[src/rtl/cbs_pkg.sv]
package cbs_pkg;
   typedef enum logic [1:0] {
      BOOT_POR  = 2'd0,
      BOOT_LOAD = 2'd1,
      BOOT_UP   = 2'd2
   } boot_state_e;

   localparam int SEL_W = 2;
endpackage

[src/rtl/cbs_por_timer.sv]
module cbs_por_timer #(
   parameter int CYCLES = 2500000
) (
   input  logic clk,
   input  logic rst_n,
   output logic expired
);
   localparam int CW = $clog2(CYCLES + 1);

   logic [CW-1:0] cnt_q;
   logic          exp_q;

   initial begin : elab_chk
      assert (CYCLES >= 2) else $error("CYCLES must be at least 2");
   end

   always_ff @(posedge clk or negedge rst_n) begin
      if (!rst_n) begin
         cnt_q <= '0;
         exp_q <= 1'b0;
      end else if (!exp_q) begin
         cnt_q <= cnt_q + 1'b1;
         if (cnt_q == CW'(CYCLES - 1)) exp_q <= 1'b1;
      end
   end

   assign expired = exp_q;

   p_expired_sticky_r2: assert property (@(posedge clk) disable iff (!rst_n)
      exp_q |=> exp_q);
endmodule

[src/rtl/cbs_image_copier.sv]
module cbs_image_copier #(
   parameter int WORDS     = 16,
   parameter int DATA_W    = 8,
   parameter int BANK_W    = 2,
   parameter int REG_AW    = 8,
   parameter int STORE_LAT = 1
) (
   input  logic                          clk,
   input  logic                          rst_n,
   input  logic                          start,
   input  logic [BANK_W-1:0]             bank,
   output logic                          rd_en,
   output logic [BANK_W+$clog2(WORDS)-1:0] rd_addr,
   input  logic [DATA_W-1:0]             rd_data,
   output logic                          wr_en,
   output logic [REG_AW-1:0]             wr_addr,
   output logic [DATA_W-1:0]             wr_data,
   output logic                          done
);
   localparam int IDX_W = $clog2(WORDS);

   initial begin : elab_chk
      assert (WORDS >= 2 && (1 << IDX_W) == WORDS)
         else $error("WORDS must be a power of two, at least 2");
      assert (REG_AW >= IDX_W) else $error("REG_AW too narrow for WORDS");
      assert (STORE_LAT >= 1 && STORE_LAT <= 4) else $error("STORE_LAT out of range");
   end

   logic              active_q;
   logic [IDX_W-1:0]  idx_q;
   logic [BANK_W-1:0] bank_q;
   logic              done_q;

   always_ff @(posedge clk or negedge rst_n) begin
      if (!rst_n) begin
         active_q <= 1'b0;
         idx_q    <= '0;
         bank_q   <= '0;
      end else if (start) begin
         active_q <= 1'b1;
         idx_q    <= '0;
         bank_q   <= bank;
      end else if (active_q) begin
         idx_q <= idx_q + 1'b1;
         if (idx_q == IDX_W'(WORDS - 1)) active_q <= 1'b0;
      end
   end

   assign rd_en   = active_q;
   assign rd_addr = {bank_q, idx_q};

   // align the write strobe and index with the store read latency
   logic             vld_pipe [STORE_LAT+1];
   logic [IDX_W-1:0] idx_pipe [STORE_LAT+1];

   assign vld_pipe[0] = active_q;
   assign idx_pipe[0] = idx_q;

   for (genvar s = 0; s < STORE_LAT; s++) begin : g_lat
      always_ff @(posedge clk or negedge rst_n) begin
         if (!rst_n) begin
            vld_pipe[s+1] <= 1'b0;
            idx_pipe[s+1] <= '0;
         end else begin
            vld_pipe[s+1] <= vld_pipe[s];
            idx_pipe[s+1] <= idx_pipe[s];
         end
      end
   end

   assign wr_en   = vld_pipe[STORE_LAT];
   assign wr_addr = REG_AW'(idx_pipe[STORE_LAT]);
   assign wr_data = rd_data;

   always_ff @(posedge clk or negedge rst_n) begin
      if (!rst_n)
         done_q <= 1'b0;
      else if (vld_pipe[STORE_LAT] && idx_pipe[STORE_LAT] == IDX_W'(WORDS - 1))
         done_q <= 1'b1;
   end

   assign done = done_q;

   p_wr_after_rd_r5: assert property (@(posedge clk) disable iff (!rst_n)
      wr_en |-> $past(rd_en, STORE_LAT));
   p_bank_frozen_r3: assert property (@(posedge clk) disable iff (!rst_n)
      (active_q && !start) |=> $stable(bank_q));
   p_done_sticky_r6: assert property (@(posedge clk) disable iff (!rst_n)
      done_q |=> done_q);
endmodule

[src/rtl/cbs_lock_watch.sv]
module cbs_lock_watch #(
   parameter int TIMEOUT = 25000
) (
   input  logic clk,
   input  logic rst_n,
   input  logic req,
   input  logic locked,
   output logic run,
   output logic err
);
   localparam int CW = $clog2(TIMEOUT + 1);

   initial begin : elab_chk
      assert (TIMEOUT >= 2) else $error("TIMEOUT must be at least 2");
   end

   logic [CW-1:0] cnt_q;
   logic          run_q;
   logic          err_q;

   always_ff @(posedge clk or negedge rst_n) begin
      if (!rst_n) begin
         cnt_q <= '0;
         run_q <= 1'b0;
         err_q <= 1'b0;
      end else begin
         if (req && locked) run_q <= 1'b1;
         if (req && !locked && !run_q && !err_q) begin
            cnt_q <= cnt_q + 1'b1;
            if (cnt_q == CW'(TIMEOUT - 1)) err_q <= 1'b1;
         end
      end
   end

   assign run = run_q;
   assign err = err_q;

   p_err_sticky_r9: assert property (@(posedge clk) disable iff (!rst_n)
      err_q |=> err_q);
   p_err_cause_r9: assert property (@(posedge clk) disable iff (!rst_n)
      $rose(err_q) |-> $past(req && !locked));
   p_run_cause_r10: assert property (@(posedge clk) disable iff (!rst_n)
      $rose(run_q) |-> $past(req && locked));
   p_run_sticky_r10: assert property (@(posedge clk) disable iff (!rst_n)
      run_q |=> run_q);
endmodule

[src/rtl/cfg_boot_seq.sv]
module cfg_boot_seq
   import cbs_pkg::*;
#(
   parameter int POR_CYCLES   = 2500000,
   parameter int WORDS        = 16,
   parameter int DATA_W       = 8,
   parameter int REG_AW       = 8,
   parameter int STORE_LAT    = 1,
   parameter int LOCK_TIMEOUT = 25000
) (
   input  logic                           clk,
   input  logic                           pwr_good,
   input  logic                           strap_in,
   input  logic [1:0]                     sel_pins,
   output logic                           store_rd_en,
   output logic [1+$clog2(WORDS):0]       store_rd_addr,
   input  logic [DATA_W-1:0]              store_rd_data,
   input  logic                           ser_wr_en,
   input  logic [REG_AW-1:0]              ser_wr_addr,
   input  logic [DATA_W-1:0]              ser_wr_data,
   output logic                           reg_wr_en,
   output logic [REG_AW-1:0]              reg_wr_addr,
   output logic [DATA_W-1:0]              reg_wr_data,
   output logic                           pin_role_serial,
   output logic                           serial_en,
   output logic                           boot_done,
   output logic                           pll_lock_req,
   input  logic                           pll_locked,
   output logic                           lock_err,
   output logic                           refclk_oe
);
   localparam int BANK_W = SEL_W;

   boot_state_e        state_q;
   logic               por_done;
   logic               start;
   logic [BANK_W-1:0]  bank_pick;
   logic               role_serial_q;
   logic               latched_q;
   logic               ld_wr_en;
   logic [REG_AW-1:0]  ld_wr_addr;
   logic [DATA_W-1:0]  ld_wr_data;
   logic               ld_done;
   logic               run;
   logic               err;

   cbs_por_timer #(.CYCLES(POR_CYCLES)) u_por (
      .clk     (clk),
      .rst_n   (pwr_good),
      .expired (por_done)
   );

   // strap sampling: high strap keeps the pins as bank select
   assign start     = (state_q == BOOT_POR) && por_done;
   assign bank_pick = strap_in ? sel_pins : '0;

   always_ff @(posedge clk or negedge pwr_good) begin
      if (!pwr_good) begin
         state_q       <= BOOT_POR;
         role_serial_q <= 1'b0;
         latched_q     <= 1'b0;
      end else begin
         unique case (state_q)
            BOOT_POR: if (por_done) begin
               state_q       <= BOOT_LOAD;
               role_serial_q <= ~strap_in;
               latched_q     <= 1'b1;
            end
            BOOT_LOAD: if (ld_done) state_q <= BOOT_UP;
            default:   state_q <= state_q;
         endcase
      end
   end

   cbs_image_copier #(
      .WORDS(WORDS), .DATA_W(DATA_W), .BANK_W(BANK_W),
      .REG_AW(REG_AW), .STORE_LAT(STORE_LAT)
   ) u_copy (
      .clk     (clk),
      .rst_n   (pwr_good),
      .start   (start),
      .bank    (bank_pick),
      .rd_en   (store_rd_en),
      .rd_addr (store_rd_addr),
      .rd_data (store_rd_data),
      .wr_en   (ld_wr_en),
      .wr_addr (ld_wr_addr),
      .wr_data (ld_wr_data),
      .done    (ld_done)
   );

   cbs_lock_watch #(.TIMEOUT(LOCK_TIMEOUT)) u_lock (
      .clk    (clk),
      .rst_n  (pwr_good),
      .req    (ld_done),
      .locked (pll_locked),
      .run    (run),
      .err    (err)
   );

   assign serial_en       = ld_done & role_serial_q;
   assign reg_wr_en       = ld_wr_en | (serial_en & ser_wr_en);
   assign reg_wr_addr     = ld_wr_en ? ld_wr_addr : ser_wr_addr;
   assign reg_wr_data     = ld_wr_en ? ld_wr_data : ser_wr_data;
   assign pin_role_serial = role_serial_q;
   assign boot_done       = ld_done;
   assign pll_lock_req    = ld_done;
   assign refclk_oe       = run;
   assign lock_err        = err;

   p_no_read_in_por_r2: assert property (@(posedge clk) disable iff (!pwr_good)
      store_rd_en |-> (state_q != BOOT_POR));
   p_role_frozen_r3: assert property (@(posedge clk) disable iff (!pwr_good)
      latched_q |=> $stable(role_serial_q));
   p_ser_wr_open_r7: assert property (@(posedge clk) disable iff (!pwr_good)
      (reg_wr_en && !ld_wr_en) |-> (state_q != BOOT_POR && ld_done));
   p_req_after_last_r8: assert property (@(posedge clk) disable iff (!pwr_good)
      $rose(pll_lock_req) |-> $past(ld_wr_en));
   p_oe_after_lock_r10: assert property (@(posedge clk) disable iff (!pwr_good)
      $rose(refclk_oe) |-> $past(pll_lock_req && pll_locked));
endmodule

[config.mk]
export PLATFORM = sky130hd
export DESIGN_NAME = cfg_boot_seq
export DESIGN_NICKNAME = d
export VERILOG_FILES = /design/src/rtl/cbs_pkg.sv /design/src/rtl/cbs_por_timer.sv /design/src/rtl/cbs_image_copier.sv /design/src/rtl/cbs_lock_watch.sv /design/src/rtl/cfg_boot_seq.sv
export SDC_FILE = /design/constraint.sdc
export NUM_CORES = 1
export LEC_CHECK = 0
export BUFFER_PORTS_ARGS = -buffer_cell sky130_fd_sc_hd__buf_2
export CORE_MARGIN = 2
export CORE_UTILIZATION = 49
export DETAILED_ROUTE_END_ITERATION = 10
export PLACE_DENSITY = 0.85
export SETUP_SLACK_MARGIN = 0.1
export SYNTH_ARGS = -nofsm -noshare
export SYNTH_HDL_FRONTEND = slang
export SYNTH_HIERARCHICAL = 1
export SYNTH_SLANG_ARGS = --single-unit
[constraint.sdc]
create_clock -name clk -period 1.5 [get_ports clk]
set_input_delay 0.075 -clock clk [delete_from_list [all_inputs] [get_ports clk]]
set_output_delay 0.075 -clock clk [all_outputs]
set_load 0.005 [all_outputs]
=== Yosys cells after proc, flatten, opt, wreduce, memory -nomap -nowiden ===
Cells that the tools add are included.
Widths: inputs -> output; s select.

* Register bits: 56
* Bits of input ports: 31
* Output and inout bits: 30

* $add $sub $neg: 3
* Equal/unequal tests: 7
* Mux-type cells: 13
* Bitwise operators: 4
* Reductions and logical operators: 15

{| class="wikitable"
|+ Operators by type and width
! operator !! count
|-
| $add 22x1->22 const B || 1
|-
| $eq 22x22->1 const B || 1
|-
| $mux 8 || 2
|-
| $add 15x1->15 const B || 1
|-
| $eq 15x15->1 const B || 1
|-
| $eq 4x4->1 const B || 2
|-
| $mux 4 || 2
|-
| $logic_and 1x1->1 || 6
|-
| $mux 2 || 3
|-
| $mux 1 || 5
|-
| $add 4x1->4 const B || 1
|-
| $ne 2x1->1 const B || 2
|-
| $pmux 2 s2 || 1
|-
| $reduce_and 2->1 || 2
|-
| $reduce_bool 2->1 || 2
|-
| $logic_not 1->1 || 3
|-
| $reduce_and 3->1 || 1
|-
| $and 1x1->1 || 2
|-
| $eq 2x1->1 const B || 1
|-
| $logic_not 2->1 || 1
|-
| $not 1->1 || 1
|-
| $or 1x1->1 || 1
|}

=== Depth between registers and ports, before layout ===
Gate-level depths: netlist of run 1.

* Depth after elaboration: 5
* Gate-level depth with buffers: 5
* Depth with buffers taken out: 5

=== Hierarchy ===
Netlist of run 1, hierarchy kept.

{| class="wikitable"
|+ Modules (own cells, without submodules)
! module !! times used !! cells an instance !! area each (um^2) !! sequential area each (um^2)
|-
| cbs_por_timer || 1 || 88 || 1064.8 || 575.6
|-
| cbs_lock_watch || 1 || 62 || 807.0 || 425.4
|-
| cbs_image_copier || 1 || 46 || 594.3 || 325.3
|-
| cfg_boot_seq || 1 || 32 || 402.9 || 75.1
|}

=== Worst setup path before layout of run 1 ===
Ideal clock, no wire load.

* Path kind: reg-to-reg
* Start point: register u_lock.run_q, in the netlist u_lock/run
* End point: register u_lock.cnt_q[12]
* Library setup time: 123 ps
* Arrival time: 1405 ps
* Setup slack: -27 ps
* Stages on the path, launching flop included: 5
* Cell sequence: dfrtp_1 nor4b_4 and4bb_4 nand3_2 xnor2_1

* Word-level cells in the longest chain between the ends: 3

{| class="wikitable"
|+ Ends and longest elaborated chain
! element !! RTL line !! RTL
|-
| from (decl) || cbs_lock_watch.sv:18 || <nowiki>logic run_q;</nowiki>
|-
| from (signal assigned) || cbs_lock_watch.sv:24 || <nowiki>run_q <= 1'b0;</nowiki>
|-
| from (signal assigned) || cbs_lock_watch.sv:27 || <nowiki>if (req && locked) run_q <= 1'b1;</nowiki>
|-
| $logic_not 1->1 || cbs_lock_watch.sv:28 || <nowiki>if (req && !locked && !run_q && !err_q) begin</nowiki>
|-
| $logic_and 1x1->1 (2 in a row) || cbs_lock_watch.sv:28 ||
|-
| to (signal assigned) || cbs_lock_watch.sv:29 || <nowiki>cnt_q <= cnt_q + 1'b1;</nowiki>
|-
| to (decl) || cbs_lock_watch.sv:17 || <nowiki>logic [CW-1:0] cnt_q;</nowiki>
|}

Every way passes these cells.
A chain may end at the register's enable or synchronous reset.

=== Worst setup path after layout of run 1 ===
* Start point: register u_por.cnt_q[0]
* End point: register u_por.cnt_q[19]

* Word-level cells in the longest chain between the ends: 1

{| class="wikitable"
|+ Ends and longest elaborated chain
! element !! RTL line !! RTL
|-
| from (decl) || cbs_por_timer.sv:10 || <nowiki>logic [CW-1:0] cnt_q;</nowiki>
|-
| from (signal assigned) || cbs_por_timer.sv:22 || <nowiki>cnt_q <= cnt_q + 1'b1;</nowiki>
|-
| $add 22x1->22 || cbs_por_timer.sv:22 ||
|}

Every way passes these cells.

==> metrics, run 1 <==
vias in the first global route 1976; hold_ws between 20 and 30 ps; worst skew pair latency between 300 and 400 ps; Final setup viols 0; drt pass-1 iters 4; ys flop type dfrtp_1; Netlist cell types 47; Hold Path End u_lock/run; Final WS setup between 20 and 30 ps; period utilization 0.980; via count 1998; RSZ-0062 raised after global routing true; Post-Synth Simple-Gate Area 0.203; Worst Skew 9.21 ps; CP Capture Type flop; dpl ws -12.8 ps; clock slew at reported path FFs 100 ps; DR iter-0 viols 126; Inserted Diodes 0; syn avg cell area approximately 13 um^2; Final Hold Viols 0; worst r2r src u_por/cnt_q[0]; Slew Viols, Final 0; async set-or-reset flop fraction in the synthesized netlist 1.00; full die area about 6500 um^2; register area share after synthesis 0.488; post-synth top area cell dfrtp_1; top-area cell type share of the netlist area 0.488; root buffer cell clkbuf_8; Post-DRT Antenna Nets 0; Tmin final 1470 ps; Cell Area, Placed 3240 um^2; Site Rows 27; outcome complete, no violations; Max Fclk 680 MHz; Mapped Area 2870 um^2; initial antenna violation count 0; category of the most critical setup path reg -> reg; post-synthesis mux area share 0.102; Synth area leaders dfrtp_1 (49%), xnor2_1 (7.3%), mux2_4 (5.2%); grt total ovfl 0; first-pass GRT wire length 9050 um; XOR/XNOR share of the synthesized area 0.107; flip-flop and latch count after synthesis 56; arrival time worst endpoint around 1700 ps; Sink Count 56; area delta synth->final 25.2%; reg2reg end u_por/cnt_q[19]; GPL Wtd Cong 0.832; Worst VDD drop 412 uV; die width 80.5 um; Compound-Gate Fraction of Synth Area 0.0314; P_leak approximately 0.0018 uW; GRT Total Usage 0.183; CTS HTree Levels 2; CP Launch Type flop; drt drc 0; layout cell share with drive strength beyond 1 0.497; warnings from Yosys 6; height of the chip 80.5 um; Post-Synth Adder-Cell Area 0.0131; drt total wl 5860 um; Initial Utilization 0.515; fin nets 341; Req. time, crit path 1700 ps; Hold WC Path Type in -> reg; Post-synth EDFFs 0; Detail Placement HPWL 4120 um; Worst Hold Depth 2; CTS Buf Count 5; Register-to-Register Setup Slack around 30 ps; I/O Buffers 60; Core Region approximately 5600 um^2; Clock Path Buffers 2; pin count of the biggest net entering global routing between 50 and 60; total I/O pin count 61; max-cap violations 0; largest fanout on the critical path 4; vias per cell roughly 5.3; Routed WL per cell 15.4 um; cells after synthesis approximately 230; Tot Pwr 2460 uW; PD cells 685 nW/um^2; setup_tns 0 ps; largest family of logic cells by synthesized area simple AND/OR/NAND/NOR gates; Hold Startpoint pll_locked; CTS tree yes; Layout Cell Area excl Fill 3590 um^2; Reg2Reg Depth 5
[cells by family (layout without fill, tap and decap cells)]
group,after synthesis,in the layout
AO/OA/AOI/OAI,11,11
XOR/XNOR,35,35
adder cells (fa/ha/maj),3,3
buffers and inverters,19,96
flip-flops,56,56
multiplexers,23,23
other,1,4
AND/OR/NAND/NOR,80,80
[synth_stat cells (2+ instances only)]
cell type and n:
a21o_1 2, a21o_2 3, a41o_1 2, and2_1 6
and3_1 5, and3_2 2, and4_1 3, buf_4 13
buf_6 2, dfrtp_1 56, ha_1 3, inv_1 2
mux2_2 11, mux2_4 10, mux2i_1 2, nand2_1 10
nand2b_1 2, nand3_1 12, nand3_2 2, nand3b_1 2
nand4_1 6, nand4_2 2, nand4_4 2, nor2_1 6
nor3_1 4, nor3b_2 2, nor4b_1 3, xnor2_1 24
xor2_1 11
[area by class of cell]
cell class                      instances  area (um^2)
Fill cell                             425         1980
Clock inverter                          3         18.8
Clock buffer                            5         68.8
Tap cell                               72         90.1
Inverter                                2         7.51
Sequential cell                        56         1410
Multi-Input combinational cell        156         1450
Timing Repair Buffer                   86          554
[layer usage]
metal | wire [um] | part of all wire | up-vias | GRT usage
met5 | 0 | 0 | - | 0
met4 | 57 | 0.0097 | 0 | 0.0644
met3 | 330 | 0.056 | 6 | 0.0360
met2 | 3060 | 0.52 | 61 | 0.338
met1 | 2410 | 0.41 | 982 | 0.209
li1 | - | - | 949 | -
[where the power goes]
part / internal (uW) / switching, uW / total [uW]
combinational: 74.2 / 58.6 / 133
clock: 327 / 491 / 818
sequential: 1510 / 0 / 1510
total: 1910 / 550 / 2460
[repair_timing]
action,CTS,global route
setup endpoints to repair,28,43
hold buffers,2,0
buffers inserted,9,4
pin swaps,12,14
endpoints found under the hold margin,57,0
gates resized for setup,12,23
[metrics by stage]
stage          utilization  instances
2_1_floorplan            -        231
3_3_place_gp         0.580        357
3_5_place_dp         0.580        357
4_1_cts              0.621        376
5_1_grt              0.644        380
6_report             0.644        380
[worst max-delay path, stage by stage (launching register included)]
cell and delay (ps):
dfrtp_1 420, buf_4 140, and4b_2 270, and4_4 250, nand4_1 120, xnor2_1 150
[state kept, by name, summed over array words and instances (netlist names)]
name             cells
u_por/expired        1
u_por/cnt_q         22
u_lock/run           1
state_q              2
u_copy/rd_en         1
u_lock/cnt_q        15
u_copy/done          1
u_copy/bank_q        2
u_copy/idx_q         4
pin_role_serial      1
u_copy/wr_en         1
u_copy/wr_addr       4
u_lock/err           1
[placed cells by master (no fill, tap or decap), drive strengths merged, types with 2 or more instances in the layout]
cell type	netlist	routed
buf	17	84
dfrtp	56	56
xnor2	24	24
mux2	21	21
nand3	14	14
xor2	11	11
nand2	10	10
nand4	10	10
and3	7	7
and2	6	6
nor2	6	6
clkbuf	0	5
a21o	5	5
nor3	5	5
conb	1	4
nor4b	4	4
and4	4	4
clkinv	0	3
ha	3	3
nor3b	2	2
inv	2	2
mux2i	2	2
nand2b	2	2
dlygate4sd3	0	2
nand3b	2	2
a41o	2	2
nor4	2	2
[how the worst max path moves through the flow]
stage,start,endpoint,slack (ps),cells past startpoint
finish,u_por/cnt_q[0],u_por/cnt_q[19],30,5
global placement,u_lock/run,u_lock/cnt_q[14],60,5
CTS,u_por/cnt_q[1],u_por/cnt_q[16],40,5
global route,u_por/cnt_q[5],u_por/cnt_q[18],-30,4
floorplan,u_lock/run,u_lock/cnt_q[14],-20,4
detailed placement,u_lock/run,u_lock/cnt_q[14],-10,5
No activity file was read; power rests on OpenSTA's default activity.
==> run 2: changes to the inputs <==
--- a/config.mk
+++ b/config.mk
@@ -7,11 +7,10 @@
 export LEC_CHECK = 0
 export BUFFER_PORTS_ARGS = -buffer_cell sky130_fd_sc_hd__buf_2
 export CORE_MARGIN = 2
-export CORE_UTILIZATION = 49
+export CORE_UTILIZATION = 48
 export DETAILED_ROUTE_END_ITERATION = 10
-export PLACE_DENSITY = 0.85
+export PLACE_DENSITY = 0.84
 export SETUP_SLACK_MARGIN = 0.1
 export SYNTH_ARGS = -nofsm -noshare
 export SYNTH_HDL_FRONTEND = slang
-export SYNTH_HIERARCHICAL = 1
 export SYNTH_SLANG_ARGS = --single-unit
==> metrics, run 2 <==
Detail Placement HPWL ~4000 um; Max Fclk slightly below 700 MHz; first-pass GRT wire length about 9900 um; layout cell share with drive strength beyond 1 0.472; Slew Viols, Final 0; Sink Count 56; arrival time worst endpoint 1720 ps; register area share after synthesis 0.531; total I/O pin count 61; Netlist cell types 40; initial antenna violation count 0; vias in the first global route 2107; max reg flops 22; Register-to-Register Setup Slack 30 ps; Most flops, register u_por.cnt_q; Mapped Nets 265; pin count of the biggest net entering global routing 57; GRT Total Usage 0.204; Site Rows 26; P_leak just under 0.002 uW; category of the most critical setup path reg -> reg; Synth area leaders dfrtp_1 (53%), xnor2_1 (6.6%), xor2_1 (5.6%); Hold WC Path Type in -> reg; warnings from Yosys 0; worst skew pair latency around 320 ps; Placed Cells 381; clock slew at reported path FFs 110 ps; CTS tree yes; height of the chip 78.1 um; Synth top cells by count dfrtp_1 (56), nand2_1 (23), xnor2_1 (20); Reg2Reg Depth 4; fin nets 372; worst relative slew slack 0.788; DR iter-0 viols 121; drt drc 0; Final WS setup 34.5 ps; Hold Path End u_lock.run; commonest non-fill, non-tap cells in the layout dfrtp_1 (54), buf_2 (49), buf_4 (34); RSZ-0062 raised after global routing true; Post-synth EDFFs 0; max-cap violations 0; Core Region 5200 um^2; root buffer cell clkbuf_8; GPL Wtd Cong 0.835; CP Capture Type flop; Routed WL per cell 15.7 um; drt pass-1 iters 4; full die area 6100 um^2; fin cells 409; vias per cell 5.24; die width 78.1 um; largest fanout on the critical path 6; Worst Hold Depth 2; Post-DRT Antenna Nets 0; I/O Buffers 60; worst r2r src u_lock.run; Req. time, crit path 1760 ps; outcome complete, no violations; via count 2144; PD cells 665 nW/um^2; Hold Startpoint pll_locked; dpl ws -49.9 ps; CP Launch Type flop; Worst Skew 12.2 ps; ys flop type dfrtp_1; Mapped Area 2640 um^2; area delta synth->final 42.9%; Final Hold Viols 0; cells after synthesis 231; Inserted Diodes 0; Final setup viols 0; CTS HTree Levels 2; post-synth top area cell dfrtp_1; worst slew pin tran about 310 ps; biggest regs u_por.cnt_q (22), u_lock.cnt_q (15); drt total wl 6440 um; Tot Pwr about 2500 uW; cell with the most instances after synthesis dfrtp_1; Clock Path Buffers 2; most common cell after layout, fill and taps aside dfrtp_1; Worst VDD drop 550 uV; flip-flop and latch count after synthesis 56; period utilization 0.977; CTS Buf Count 5; Initial Utilization 0.507; reg2reg end u_lock.cnt_q[5]; async set-or-reset flop fraction in the synthesized netlist 1.00; grt total ovfl 0; top-area cell type share of the netlist area 0.531; Tmin final between 1000 and 1500 ps; syn avg cell area 11.4 um^2
[run 2: cell types whose count changed after synthesis, sizes merged, moves of 4 or more]
cell,before,now
xnor2,24,20
nor2,6,16
nand2,10,23
mux2,21,13
nor4,2,7
and3,7,1
buf,17,4
xor2,11,18
[run 2: area by class of cell]
| cell class | instances | area (um^2) |
|---|---|---|
| multi-input combinational | 163 | 1390 |
| timing repair buffer | 107 | 779 |
| fill | 330 | 1440 |
| tap | 70 | 87.6 |
| clock buffer | 5 | 68.8 |
| inverter | 5 | 18.8 |
| clock inverter | 3 | 21.3 |
| sequential | 56 | 1400 |
[run 2: timing repair]
action,4_1_cts,5_1_grt
endpoints found under the hold margin,58,0
cloned,0,0
pin swaps,8,17
setup endpoints to repair,37,42
resized for setup,10,53
hold buffers,3,0
buffers inserted,10,7
[run 2: per-layer routing]
layer  vias to the layer above  global-route usage  wire length [um]
met4                         0              0.0667                67
met1                      1064               0.257              2680
met2                        56               0.354              3450
met3                         8              0.0402               241
li1                       1016                   -                 -
met5                         -                   0                 0
[run 2: critical path, cell delays in order (launching register included)]
cell and delay, ps:
dfrtp_1 420, nor4b_4 330, and3_4 290, and4_4 240, xor2_2 120
[run 2: power by group]
part           internal [uW]  switching [uW]  total [uW]
sequential              1510               0        1510
clock                    333             512         845
combinational           91.4            63.8         155
total                   1930             576        2510
[run 2: kinds of logic after synthesis]
logic type / count (synthesis) / share of synthesized area
adder cells (fa/ha/maj): 3 / 0.0142
flip-flops: 56 / 0.531
XOR/XNOR: 38 / 0.129
AO/OA/AOI/OAI: 9 / 0.0237
AND/OR/NAND/NOR: 99 / 0.222
buffers and inverters: 12 / 0.0209
multiplexers: 14 / 0.0593
[run 2: how the worst max path moves through the flow]
stage / start / end / depth (start not counted)
final: u_lock.run / u_lock.cnt_q[5] / 4
after global routing: u_por.cnt_q[0] / u_por.cnt_q[12] / 5
after CTS: u_lock.run / u_lock.cnt_q[14] / 4
after detailed placement: u_lock.run / u_lock.cnt_q[5] / 4
after global placement: u_lock.run / u_lock.cnt_q[5] / 4
after floorplan: u_lock.run / u_lock.cnt_q[5] / 5
[run 2: metrics by stage]
| step | hold slack, ps | area (um^2) | setup TNS [ps] | utilization |
|---|---|---|---|---|
| floorplan | -221 | 2670 | -30.4 | - |
| global placement | 91.8 | 3240 | 0 | 0.622 |
| detailed placement | 97.1 | 3240 | -81.6 | 0.622 |
| CTS | 9.70 | 3480 | 0 | 0.668 |
| global route | 18.5 | 3770 | -301 | 0.724 |
| finish | 24.7 | 3770 | 0 | 0.724 |
==> run 3: changes to the inputs <==
--- a/config.mk
+++ b/config.mk
@@ -7,7 +7,7 @@
 export LEC_CHECK = 0
 export BUFFER_PORTS_ARGS = -buffer_cell sky130_fd_sc_hd__buf_2
 export CORE_MARGIN = 2
-export CORE_UTILIZATION = 48
+export CORE_UTILIZATION = 50
 export DETAILED_ROUTE_END_ITERATION = 10
 export PLACE_DENSITY = 0.84
 export SETUP_SLACK_MARGIN = 0.1
==> constraint.sdc (replaced) <==
create_clock -name clk -period 1.9 [get_ports clk]
set_input_delay 0 -clock clk [delete_from_list [all_inputs] [get_ports clk]]
set_output_delay 0 -clock clk [all_outputs]
set_load 0.005 [all_outputs]
==> metrics, run 3 (synthesized netlist as in run 2, its figures left out) <==
outcome complete, no violations; Slew Viols, Final 0; RSZ-0062 raised after global routing true; total I/O pin count 61; Multi-input gate area between 1000 and 1500 um^2; I/O Buffers 60; Sink Count 56; pin count of the biggest net entering global routing 30; Routed WL per cell roughly 15 um; vias per cell 5.16; most common cell after layout, fill and taps aside buf_2; WP buf/inv 0; via count 1899; setup_tns 0 ps; GRT Total Usage 0.198; period utilization 0.875; drt total wl 5420 um; DR iter-0 viols between 80 and 90; die width 76.6 um; PD cells 650 nW/um^2; CTS HTree Levels 2; area delta synth->final 20.5%; first-pass GRT wire length 9440 um; CP Launch Type flop; P_leak 0.00155 uW; initial antenna violation count 0; cell chain of the critical path ha_1, nand4_1, nor4_2, nand4_1, xnor2_1; worst skew pair latency 300 ps; Clock Path Buffers 2; Critical Path Slowest Stage Cell dfrtp_1; Tot Pwr 2070 uW; slowest stage delay, CP 450 ps; commonest non-fill, non-tap cells in the layout buf_2 (60), dfrtp_1 (56), nand2_1 (23); WP depth 5; Worst VDD drop 441 uV; drt drc 0; Detail Placement HPWL 3870 um; Most flops, register u_por.cnt_q; max reg flops 22; fin nets 331; height of the chip approximately 77 um; Worst Skew 7.97 ps; vias in the first global route 2010; Req. time, crit path about 2100 ps; Top Family by Delay on Critical Path simple AND/OR/NAND/NOR gates; layout cell share with drive strength beyond 1 0.319; Worst path most repeated cell nand4_1; Final Hold Viols 0; drt pass-1 iters 4; clock slew at reported path FFs 100 ps; worst relative slew slack 0.544; Initial Utilization 0.516; Max Fclk 601 MHz; Core Region a little over 5000 um^2; Final setup viols 0; root buffer cell clkbuf_8; GPL Wtd Cong just over 0.8; Hold WC Path Type in -> async; CTS Buf Count 5; worst slew pin tran 685 ps; biggest regs u_por.cnt_q (22), u_lock.cnt_q (15); FILL cells 407; full die area 5870 um^2; largest fanout on the critical path 4; # Post-CTS Setup Buffers 0; arrival time worst endpoint 1860 ps; Site Rows 26; Util after Layout 0.622; Tmin final ~1700 ps; category of the most critical setup path reg -> reg; CP Capture Type flop; max-cap violations 0; Reg2Reg Depth 5; grt total ovfl 0; Sequential cell area 1400 um^2; CTS tree yes; Post-DRT Antenna Nets 0; Inserted Diodes 0
-- run 3: changes by cell type in the layout (fill, tap and decap cells not counted), sizes merged --
cell	change
buf	-43
bufinv	+1
clkbuf	+1
dlygate4sd3	+2
inv	-1
clkinvlp	-1
-- run 3: stage by stage --
| stage | instances | cell area (um^2) | hold WS [ps] | setup slack (ps) |
|---|---|---|---|---|
| floorplan | 231 | 2640 | -296 | 368 |
| global placement | 355 | 3010 | 54.6 | 311 |
| detailed placement | 355 | 3010 | 67.8 | 224 |
| CTS | 368 | 3170 | 269 | 215 |
| global route | 368 | 3180 | 294 | 72.8 |
| finish | 368 | 3180 | 259 | 237 |
-- run 3: path summary, 6_finish.rpt --
path | startpoint | to | slack [ps]
max | u_por.cnt_q[0] | u_por.cnt_q[18] | 240
min reg2reg | u_copy.idx_q[1] | u_copy.wr_addr[1] | 470
max in group asynchronous | pwr_good | u_por.expired | 1060
max reg2reg | u_por.cnt_q[0] | u_por.cnt_q[18] | 240
min | pwr_good | u_lock.cnt_q[11] | 260
min in group clk | ser_wr_addr[7] | reg_wr_addr[7] | 280
-- run 3: cell type report --
cell class              count  area share
clock buffers               6      0.0228
clock inverters             2      0.0110
inverters                   5     0.00590
multi-input cells         163       0.375
flip-flops and latches     56       0.441
well taps                  70      0.0275
repair buffers             66       0.116
-- run 3: timing repair --
item	in CTS	in global routing
endpoints found under the hold margin	32	0
hold buffers	5	0
setup endpoints to repair	0	3
resized for setup	0	2
-- run 3: power by group --
| part | internal (uW) | switching (uW) | total, uW |
|---|---|---|---|
| sequential | 1190 | 0 | 1190 |
| combinational | 54.3 | 47.4 | 102 |
| clock | 392 | 381 | 773 |
-- run 3: worst register-to-register path, delay by kind of cell, from the launching register on --
family	cells	cell delay (ps)
XOR/XNOR	1	140
adder cells (fa/ha/maj)	1	250
flip-flops	1	450
AND/OR/NAND/NOR	3	710
-- run 3: metal layers --
metal / vias to the layer above / global-route usage / share of wire
met2: 40 / 0.327 / 0.50
met1: 923 / 0.275 / 0.46
met4: 0 / 0.0400 / 0.0070
li1: 932 / - / -
met3: 4 / 0.0367 / 0.032
met5: - / 0 / 0
